### config.mk
export PLATFORM = sky130hd
export DESIGN_NAME = flash_seq
export DESIGN_NICKNAME = d
export VERILOG_FILES = /design/src/rtl/flash_seq_pkg.sv /design/src/rtl/flash_seq_cmd.sv /design/src/rtl/flash_seq_timer.sv /design/src/rtl/flash_seq.sv
export SDC_FILE = /design/constraint.sdc
export NUM_CORES = 1
export LEC_CHECK = 0
export ABC_AREA = 0
export BUFFER_PORTS_ARGS = -buffer_cell sky130_fd_sc_hd__buf_4
export CAP_MARGIN = 20
export CORE_MARGIN = 10
export CORE_UTILIZATION = 49
export CTS_BUF_LIST = sky130_fd_sc_hd__clkbuf_4 sky130_fd_sc_hd__clkbuf_8 sky130_fd_sc_hd__clkbuf_16
export DETAILED_ROUTE_END_ITERATION = 8
export GPL_TIMING_DRIVEN = 0
export PLACE_DENSITY = 0.77
export RECOVER_POWER = 50
export SYNTH_ARGS = -nofsm -noshare
export SYNTH_HDL_FRONTEND = slang
export SYNTH_SLANG_ARGS = --single-unit
export TNS_END_PERCENT = 10
### constraint.sdc
create_clock -name clk -period 2.1 [get_ports clk]
set_input_delay 0.315 -clock clk [delete_from_list [all_inputs] [get_ports clk]]
set_output_delay 0.315 -clock clk [all_outputs]
set_load 0.02 [all_outputs]
### src/rtl/flash_seq_pkg.sv
package flash_seq_pkg;

    localparam int WORD_W = 16;

    typedef enum logic [1:0] {
        OP_PROG  = 2'd0,
        OP_ERASE = 2'd1,
        OP_INIT  = 2'd2,
        OP_RSVD  = 2'd3
    } op_e;

    // command scripts the sequencer can play
    typedef enum logic [2:0] {
        SQ_PROG,
        SQ_ERASE,
        SQ_SUSP,
        SQ_RESUME,
        SQ_INIT,
        SQ_STAT,
        SQ_WAKE,
        SQ_ARRAY
    } seq_e;

    typedef enum logic [3:0] {
        ST_IDLE,
        ST_RDCHK,
        ST_SEQ,
        ST_POLL,
        ST_SPOLL,
        ST_ISTAT,
        ST_HOLD,
        ST_RESP
    } st_e;

    // what a completed poll leads to
    typedef enum logic [1:0] {
        PM_PROG,
        PM_ERASE,
        PM_INIT_UNL,
        PM_INIT_WAKE
    } pm_e;

endpackage

### src/rtl/flash_seq_cmd.sv
module flash_seq_cmd
    import flash_seq_pkg::*;
(
    input  seq_e              seq,
    input  logic [2:0]        idx,
    input  logic [WORD_W-1:0] wdata,
    output logic [WORD_W-1:0] word,
    output logic              last
);
    always_comb begin
        word = 16'h00FF;
        last = 1'b1;
        case (seq)
            SQ_PROG: begin
                last = (idx == 3'd4);
                case (idx)
                    3'd0:    word = 16'h0060;
                    3'd1:    word = 16'h00D0;
                    3'd2:    word = 16'h0050;
                    3'd3:    word = 16'h0040;
                    default: word = wdata;
                endcase
            end
            SQ_ERASE: begin
                last = (idx == 3'd5);
                case (idx)
                    3'd0:    word = 16'h0060;
                    3'd1:    word = 16'h00D0;
                    3'd2:    word = 16'h0050;
                    3'd3:    word = 16'h0020;
                    3'd4:    word = 16'h00D0;
                    default: word = 16'h0070;
                endcase
            end
            SQ_SUSP: begin
                last = (idx == 3'd1);
                word = (idx == 3'd0) ? 16'h00B0 : 16'h0070;
            end
            SQ_RESUME: begin
                last = (idx == 3'd1);
                word = (idx == 3'd0) ? 16'h00D0 : 16'h0070;
            end
            SQ_INIT: begin
                last = (idx == 3'd3);
                case (idx)
                    3'd0:    word = 16'h0050;
                    3'd1:    word = 16'h00FF;
                    3'd2:    word = 16'h0060;
                    default: word = 16'h00D0;
                endcase
            end
            SQ_STAT:  word = 16'h0070;
            SQ_WAKE:  word = 16'h00D0;
            default:  word = 16'h00FF;
        endcase
    end
endmodule

### src/rtl/flash_seq_timer.sv
module flash_seq_timer #(
    parameter int LIMIT = 1024
) (
    input  logic clk,
    input  logic rst_n,
    input  logic clear,
    input  logic run,
    output logic expired
);
    localparam int CW = $clog2(LIMIT + 1);

    logic [CW-1:0] cnt_d, cnt_q;

    assign expired = run && (cnt_q == CW'(LIMIT - 1));

    always_comb begin
        cnt_d = cnt_q;
        if (clear)
            cnt_d = '0;
        else if (run && !expired)
            cnt_d = cnt_q + CW'(1);
    end

    always_ff @(posedge clk) begin
        if (!rst_n) cnt_q <= '0;
        else        cnt_q <= cnt_d;
    end
endmodule

### src/rtl/flash_seq.sv
module flash_seq
    import flash_seq_pkg::*;
#(
    parameter int AW         = 20,
    parameter int NBLK       = 16,
    parameter int BLK_WORDS  = 65536,
    parameter int POLL_LIMIT = 1024
) (
    input  logic              clk,
    input  logic              rst_n,
    input  logic              req_valid,
    output logic              req_ready,
    input  logic [1:0]        req_op,
    input  logic [AW-1:0]     req_addr,
    input  logic [WORD_W-1:0] req_data,
    output logic              resp_valid,
    output logic              resp_err,
    input  logic              irq_pend,
    output logic              susp_ack,
    input  logic              resume_req,
    output logic [AW-1:0]     bus_addr,
    output logic [WORD_W-1:0] bus_wdata,
    output logic              bus_we,
    output logic              bus_re,
    input  logic [WORD_W-1:0] bus_rdata
);
    localparam int BW = (NBLK > 1) ? $clog2(NBLK) : 1;
    localparam logic [BW-1:0] LAST_BLK = BW'(NBLK - 1);

    typedef struct packed {
        st_e               st;
        seq_e              seq;
        logic [2:0]        idx;
        pm_e               mode;
        logic              park;
        logic              err;
        logic [AW-1:0]     addr;
        logic [WORD_W-1:0] data;
        logic [BW-1:0]     blk;
    } ctl_t;

    ctl_t q, n;

    logic [WORD_W-1:0] cmd_word;
    logic              cmd_last;
    logic              polling, tmo;

    function automatic logic [AW-1:0] blk_base(input logic [BW-1:0] b);
        return AW'(b) * AW'(BLK_WORDS);
    endfunction

    flash_seq_cmd u_cmd (
        .seq   (q.seq),
        .idx   (q.idx),
        .wdata (q.data),
        .word  (cmd_word),
        .last  (cmd_last)
    );

    assign polling = (q.st == ST_POLL) || (q.st == ST_SPOLL);

    flash_seq_timer #(.LIMIT(POLL_LIMIT)) u_timer (
        .clk     (clk),
        .rst_n   (rst_n),
        .clear   (!polling),
        .run     (polling && !bus_rdata[7]),
        .expired (tmo)
    );

    always_comb begin
        n = q;
        case (q.st)
            ST_IDLE: if (req_valid) begin
                n.err  = 1'b0;
                n.park = 1'b0;
                n.idx  = '0;
                n.data = req_data;
                case (op_e'(req_op))
                    OP_PROG: begin
                        n.addr = req_addr;
                        n.st   = ST_RDCHK;
                    end
                    OP_ERASE: begin
                        n.addr = blk_base(req_addr[BW-1:0]);
                        n.seq  = SQ_ERASE;
                        n.st   = ST_SEQ;
                    end
                    OP_INIT: begin
                        n.blk  = '0;
                        n.addr = '0;
                        n.seq  = SQ_INIT;
                        n.mode = PM_INIT_UNL;
                        n.st   = ST_SEQ;
                    end
                    default: begin
                        n.err = 1'b1;
                        n.st  = ST_RESP;
                    end
                endcase
            end
            ST_RDCHK: begin
                if ((~bus_rdata & q.data) != '0) begin
                    n.err = 1'b1;
                    n.st  = ST_RESP;
                end else begin
                    n.seq = SQ_PROG;
                    n.st  = ST_SEQ;
                end
            end
            ST_SEQ: begin
                if (!cmd_last) begin
                    n.idx = q.idx + 3'd1;
                end else begin
                    n.idx = '0;
                    case (q.seq)
                        SQ_PROG:   begin n.mode = PM_PROG;      n.st = ST_POLL; end
                        SQ_ERASE,
                        SQ_RESUME: begin n.mode = PM_ERASE;     n.st = ST_POLL; end
                        SQ_SUSP:   n.st = ST_SPOLL;
                        SQ_INIT:   begin n.mode = PM_INIT_UNL;  n.st = ST_POLL; end
                        SQ_STAT:   n.st = ST_ISTAT;
                        SQ_WAKE:   begin n.mode = PM_INIT_WAKE; n.st = ST_POLL; end
                        default: begin
                            if (q.park) begin
                                n.st = ST_HOLD;
                            end else if ((q.mode == PM_INIT_UNL || q.mode == PM_INIT_WAKE)
                                         && !q.err && q.blk != LAST_BLK) begin
                                n.blk  = q.blk + BW'(1);
                                n.addr = blk_base(q.blk + BW'(1));
                                n.seq  = SQ_INIT;
                                n.mode = PM_INIT_UNL;
                                n.st   = ST_SEQ;
                            end else begin
                                n.st = ST_RESP;
                            end
                        end
                    endcase
                end
            end
            ST_POLL: begin
                if (bus_rdata[7]) begin
                    n.seq = (q.mode == PM_INIT_UNL) ? SQ_STAT : SQ_ARRAY;
                    n.st  = ST_SEQ;
                end else if (tmo) begin
                    n.err = 1'b1;
                    n.seq = SQ_ARRAY;
                    n.st  = ST_SEQ;
                end else if (q.mode == PM_ERASE && irq_pend) begin
                    n.seq = SQ_SUSP;
                    n.st  = ST_SEQ;
                end
            end
            ST_SPOLL: begin
                if (bus_rdata[7]) begin
                    n.park = bus_rdata[6];
                    n.seq  = SQ_ARRAY;
                    n.st   = ST_SEQ;
                end else if (tmo) begin
                    n.err = 1'b1;
                    n.seq = SQ_ARRAY;
                    n.st  = ST_SEQ;
                end
            end
            ST_ISTAT: begin
                n.seq = bus_rdata[6] ? SQ_WAKE : SQ_ARRAY;
                n.st  = ST_SEQ;
            end
            ST_HOLD: if (resume_req) begin
                n.park = 1'b0;
                n.seq  = SQ_RESUME;
                n.st   = ST_SEQ;
            end
            ST_RESP: n.st = ST_IDLE;
            default: n.st = ST_IDLE;
        endcase
    end

    always_ff @(posedge clk) begin
        if (!rst_n) q <= '0;
        else        q <= n;
    end

    assign req_ready  = (q.st == ST_IDLE);
    assign resp_valid = (q.st == ST_RESP);
    assign resp_err   = resp_valid && q.err;
    assign susp_ack   = (q.st == ST_HOLD);
    assign bus_addr   = q.addr;
    assign bus_we     = (q.st == ST_SEQ);
    assign bus_wdata  = bus_we ? cmd_word : '0;
    assign bus_re     = (q.st == ST_RDCHK) || polling || (q.st == ST_ISTAT);


    resp_then_idle_chk: assert property (@(posedge clk) disable iff (!rst_n)
        resp_valid |=> req_ready);


    busy_after_accept_chk: assert property (@(posedge clk) disable iff (!rst_n)
        (req_valid && req_ready) |=> !req_ready);


    good_end_array_chk: assert property (@(posedge clk) disable iff (!rst_n)
        (resp_valid && !resp_err) |-> ($past(bus_we) && $past(bus_wdata) == 16'h00FF));


    park_after_array_chk: assert property (@(posedge clk) disable iff (!rst_n)
        $rose(susp_ack) |-> ($past(bus_we) && $past(bus_wdata) == 16'h00FF));


    resume_cmd_chk: assert property (@(posedge clk) disable iff (!rst_n)
        (susp_ack && resume_req) |=> (bus_we && bus_wdata == 16'h00D0));


    resume_stat_chk: assert property (@(posedge clk) disable iff (!rst_n)
        $past(susp_ack && resume_req, 2) |-> (bus_we && bus_wdata == 16'h0070));

endmodule

Yosys cells after proc, flatten, opt, wreduce, memory -nomap -nowiden
Index checks and enable logic that the tools add are counted.
- register bits after elaboration: 65
- output and inout bits: 42
- input bits: 59
- logic and storage cells: 158
- reductions and logical operators: 42
- add/subtract/negate cells: 3
- mux-type cells: 57
- equal/unequal tests: 44
- bitwise operators: 2
- operators with widths (cell ; count):
    $pmux 16 s7 ; 1
    $mux 20 ; 4
    $pmux 16 s4 ; 1
    $pmux 20 s3 ; 1
    $mux 54 ; 1
    $mux 7 ; 7
    $pmux 20 s2 ; 1
    $pmux 8 s4 ; 1
    $pmux 4 s7 ; 1
    $mux 3 ; 8
    $pmux 8 s3 ; 1
    $pmux 3 s7 ; 1
    $reduce_and 7->1 ; 3
    $mux 4 ; 5
    $and 16x16->16 ; 1
    $eq 4x3->1 const B ; 4
    $mux 16 ; 1
    $mux 8 ; 2
    $ne 2x2->1 const B ; 8
    $not 16->16 ; 1
    $reduce_bool 16->1 ; 1
    $eq 3x3->1 const B ; 5
    $eq 3x2->1 const B ; 4
    $pmux 3 s2 ; 2
    42 further kinds ; 83

Logic depth before layout (Yosys ltp)
- depth after elaboration: 9
- mapped depth: 9

By module
From an unflattened synthesis, not the netlist that was laid out.
- cells, all modules: 564
- area, all modules: 4260.3 sq um
- modules (own cells, without submodules) (module ; cells each ; area each (sq um) ; times used):
    flash_seq ; 422 ; 3165.5 ; 1
    flash_seq_timer ; 77 ; 673.1 ; 1
    flash_seq_cmd ; 65 ; 421.7 ; 1

Least setup slack after synthesis
OpenSTA, ideal clock, no wires.
- path kind: register to output
- start point: register q[44] (netlist name)
- end point: output port bus_wdata[7]
- stages on the path, launching flop included: 10
- slack: -0.048 ns
- data required time: 1.785 ns
- buffers on the path: 1
- arrival time: 1.833 ns
- cells stage by stage: dfxtp_1 -> inv_1 -> ha_1 -> buf_2 -> or3_1 -> nor3_1 -> a41oi_1 -> o221ai_1 -> a21oi_1 -> nor2_1
- word-level cells in the longest chain between the ends: 5
- ends and longest elaborated chain (what ; line ; text):
    from (decl) ; flash_seq.sv:42 ; ctl_t q, n;
    from (signal assigned) ; flash_seq.sv:180 ; else q <= n;
    $eq 3x1->1 or $eq 3x3->1 (tied branches) ; flash_seq_cmd.sv:16, flash_seq_cmd.sv:26, flash_seq_cmd.sv:45 ;
    $reduce_or 2->1 (no line) ; - ;
    $pmux 8 s4 ; flash_seq_cmd.sv:26 ; case (idx)
    $pmux 16 s7 (*) ; flash_seq_cmd.sv:13 ; case (seq)
    $mux 16 (*) ; flash_seq.sv:189 ; assign bus_wdata = bus_we ? cmd_word : '0;
    to (decl) ; flash_seq.sv:22 ; output logic [WORD_W-1:0] bus_wdata,
Every way passes the cells marked *; elsewhere a longest branch is shown, timed or not.

Worst setup path after layout
- start point: register q[45] (netlist name)
- end point: output port bus_wdata[7]
Same word-level chain as after synthesis.

==> results.json <==
{
  "groute.usage.overall": 0.190,
  "die_h_um": 111,
  "synth-edff-count": 0,
  "grt_pass1_vias": 4097,
  "use_met1": 0.233,
  "cts_max_path_buffers": 2,
  "drv_slew": 0,
  "initial_core_util": 0.511,
  "die_area_um2": 12200,
  "hold_class": "primary input to flip-flop",
  "met3_usage": 0.0562,
  "routabilityCongestion": 0.951,
  "fillers": 682,
  "grt_pass1_wl_um": 19900,
  "hold_violations": 0,
  "syn_inst": 518,
  "p_leak_nw": 2.26,
  "cts.sinks": 64,
  "numCtsBuffers": 9,
  "peakVddDrop_mv": 0.484,
  "critPathMaxFanout": 6,
  "yosysUniqueCellTypes": 65,
  "clk-insertion-delay-late_ns": 0.35,
  "drt_wl_total_um": 12900,
  "critPathArrivalTime_ns": 2.06,
  "nets": 710,
  "cts_tree": "done",
  "ios": 101,
  "die_w_um": 111,
  "dr_total_vias": 4290,
  "crit_type": "flip-flop to primary output",
  "antenna_found_initial": 0,
  "busiest_layer": "met2",
  "drt_first_pass_iters": 7,
  "syn-num-nets": 588,
  "fin_crit_ns": 2.37,
  "holdBufCountCts": 0,
  "relSlewSlack": 0.626,
  "core_um2": 7850,
  "dp_hpwl_um": 9400,
  "drc_errors": 0,
  "endpoint_kind": "primary output",
  "rsz0062_at_grt": "yes",
  "rows": 32,
  "stdcell_count": 747,
  "ant_nets": 0,
  "setup_ws_ns": -0.274,
  "status": "finished with violations",
  "violations": "setup timing",
  "final_util": 0.691,
  "port_buffers": 99,
  "synthArstFlopShare": 0,
  "grt_max_degree": 12,
  "dr.first_iter.drc_count": 267,
  "ys.flop_type": "dfxtp_1",
  "syn_area_um2": 4010,
  "dp_cells": 719,
  "syn_area_per_cell_um2": 7.75,
  "grt_overflow": 0,
  "ys_seq_area_frac": 0.319,
  "synth-seq-cells": 64,
  "final_common_cell": "buf_4",
  "period_share": 1.13,
  "detail_route.wl_per_cell_um": 17.2,
  "setup_viol": 37,
  "clock_skew_ns": 0.0106,
  "via_per_inst": 5.74,
  "cts.clk_slew.worst_paths_ns": 0.07,
  "max-cap-violations": 0,
  "yosys_warnings": 0,
  "worst_slew_pin_slew_ns": 0.561,
  "htreeDepth": 3,
  "use_met2": 0.308,
  "area_delta_synth_final_pct": 35.0,
  "p_per_area_nw_per_um2": 963,
  "startpoint_type": "flip-flop",
  "num_antenna_cells": 0,
  "drive_gt1_frac": 0.319,
  "cp.required_ns": 1.78,
  "layout_common_cells": "buf_4 (98), nand2_1 (85), dfxtp_1 (53)",
  "max_freq_ghz": 0.421,
  "power_mw": 5.22,
  "cts-root-buf": "clkbuf_8"
}
through the flow:
step / area, um^2 / TNS, ns / hold slack, ns / worst slack [ns]
6_report: 5420 / -4.47 / 0.219 / -0.274
5_1_grt: 5420 / -8.02 / 0.220 / -0.308
4_1_cts: 5350 / -3.56 / 0.208 / -0.261
3_5_place_dp: 4890 / -9.57 / 0.458 / -0.415
3_3_place_gp: 4890 / -8.54 / 0.449 / -0.510
2_1_floorplan: 4020 / 0 / 0.441 / 0.0274
registers in the layout (all words and copies together), names as in the netlist:
name,count
u_timer.cnt_q,11
q,33
bus_addr,20
cell families after synthesis:
family | Yosys count | share of synthesized area
flops | 64 | 0.319
simple gates | 214 | 0.263
mux | 9 | 0.0228
compound gates | 133 | 0.246
xor+xnor | 10 | 0.0218
buf+inv | 77 | 0.0932
fa+ha+maj | 11 | 0.0343
routing by layer:
metal | up-vias | share of wire
li1 | 2046 | -
met3 | 31 | 0.083
met4 | 0 | 0.019
met5 | - | 0
met2 | 214 | 0.48
met1 | 1999 | 0.42
layout make-up:
class | instances | area [um^2] | area share
multi-input combinational | 377 | 2510 | 0.464
sequential | 64 | 1310 | 0.241
timing repair buffer | 114 | 837 | 0.154
buffer | 51 | 324 | 0.0598
clock buffer | 11 | 139 | 0.0256
tap | 102 | 128 | 0.0235
inverter | 23 | 92.6 | 0.0171
clock inverter | 5 | 81.3 | 0.0150
final timing paths:
path / depth (start not counted) / slack (ns) / from / end
setup / recovery: 9 / -0.27 / q[45] / bus_wdata[7]
hold / removal: 3 / 0.22 / req_data[12] / q[16]
setup reg to reg: 8 / -0.15 / q[52] / q[42]
hold reg to reg: 2 / 0.46 / bus_addr[8] / bus_addr[8]
critical path: stages, from the launching register on:
cell,delay [ns]
dfxtp_2,0.33
inv_2,0.06
ha_4,0.18
or3_4,0.39
nor3_2,0.11
a41oi_1,0.07
o221ai_1,0.22
a21oi_1,0.09
nor2_2,0.13
buf_6,0.12
report_power, final:
| group | switching [mW] | internal [mW] |
|---|---|---|
| logic | 1.50 | 1.00 |
| registers | 0.133 | 1.39 |
| clock network | 0.498 | 0.695 |
| total | 2.14 | 3.09 |
cells in the mapped netlist, types with 4 or more instances:
cell / count / area, um^2
a21boi_0: 34 / 255
xor2_1: 9 / 78.8
a21oi_1: 15 / 75.1
buf_1: 4 / 15.0
o21a_1: 6 / 45.0
a2111oi_0: 4 / 35.0
nor3_1: 8 / 40.0
a31oi_1: 6 / 37.5
buf_4: 20 / 150
ha_1: 11 / 138
nand3_1: 31 / 155
nand4_1: 6 / 37.5
nand2_1: 87 / 327
dfxtp_1: 64 / 1280
nor2_1: 30 / 113
o211a_1: 4 / 40.0
a21o_1: 4 / 30.0
inv_1: 23 / 86.3
buf_2: 8 / 40.0
mux2i_1: 8 / 80.1
clkbuf_1: 22 / 82.6
nor2b_1: 20 / 125
and2_1: 8 / 50.1
o21ai_0: 20 / 100
o22ai_1: 5 / 31.3
timing repair:
action | CTS | global route
pin swaps | 11 | 16
endpoints found under the setup margin | 49 | 57
gates cloned | 1 | 0
resized for setup | 58 | 51
setup buffers | 8 | 6
endpoints found under the hold margin | 0 | 0
(Power assumes the default switching activity.)
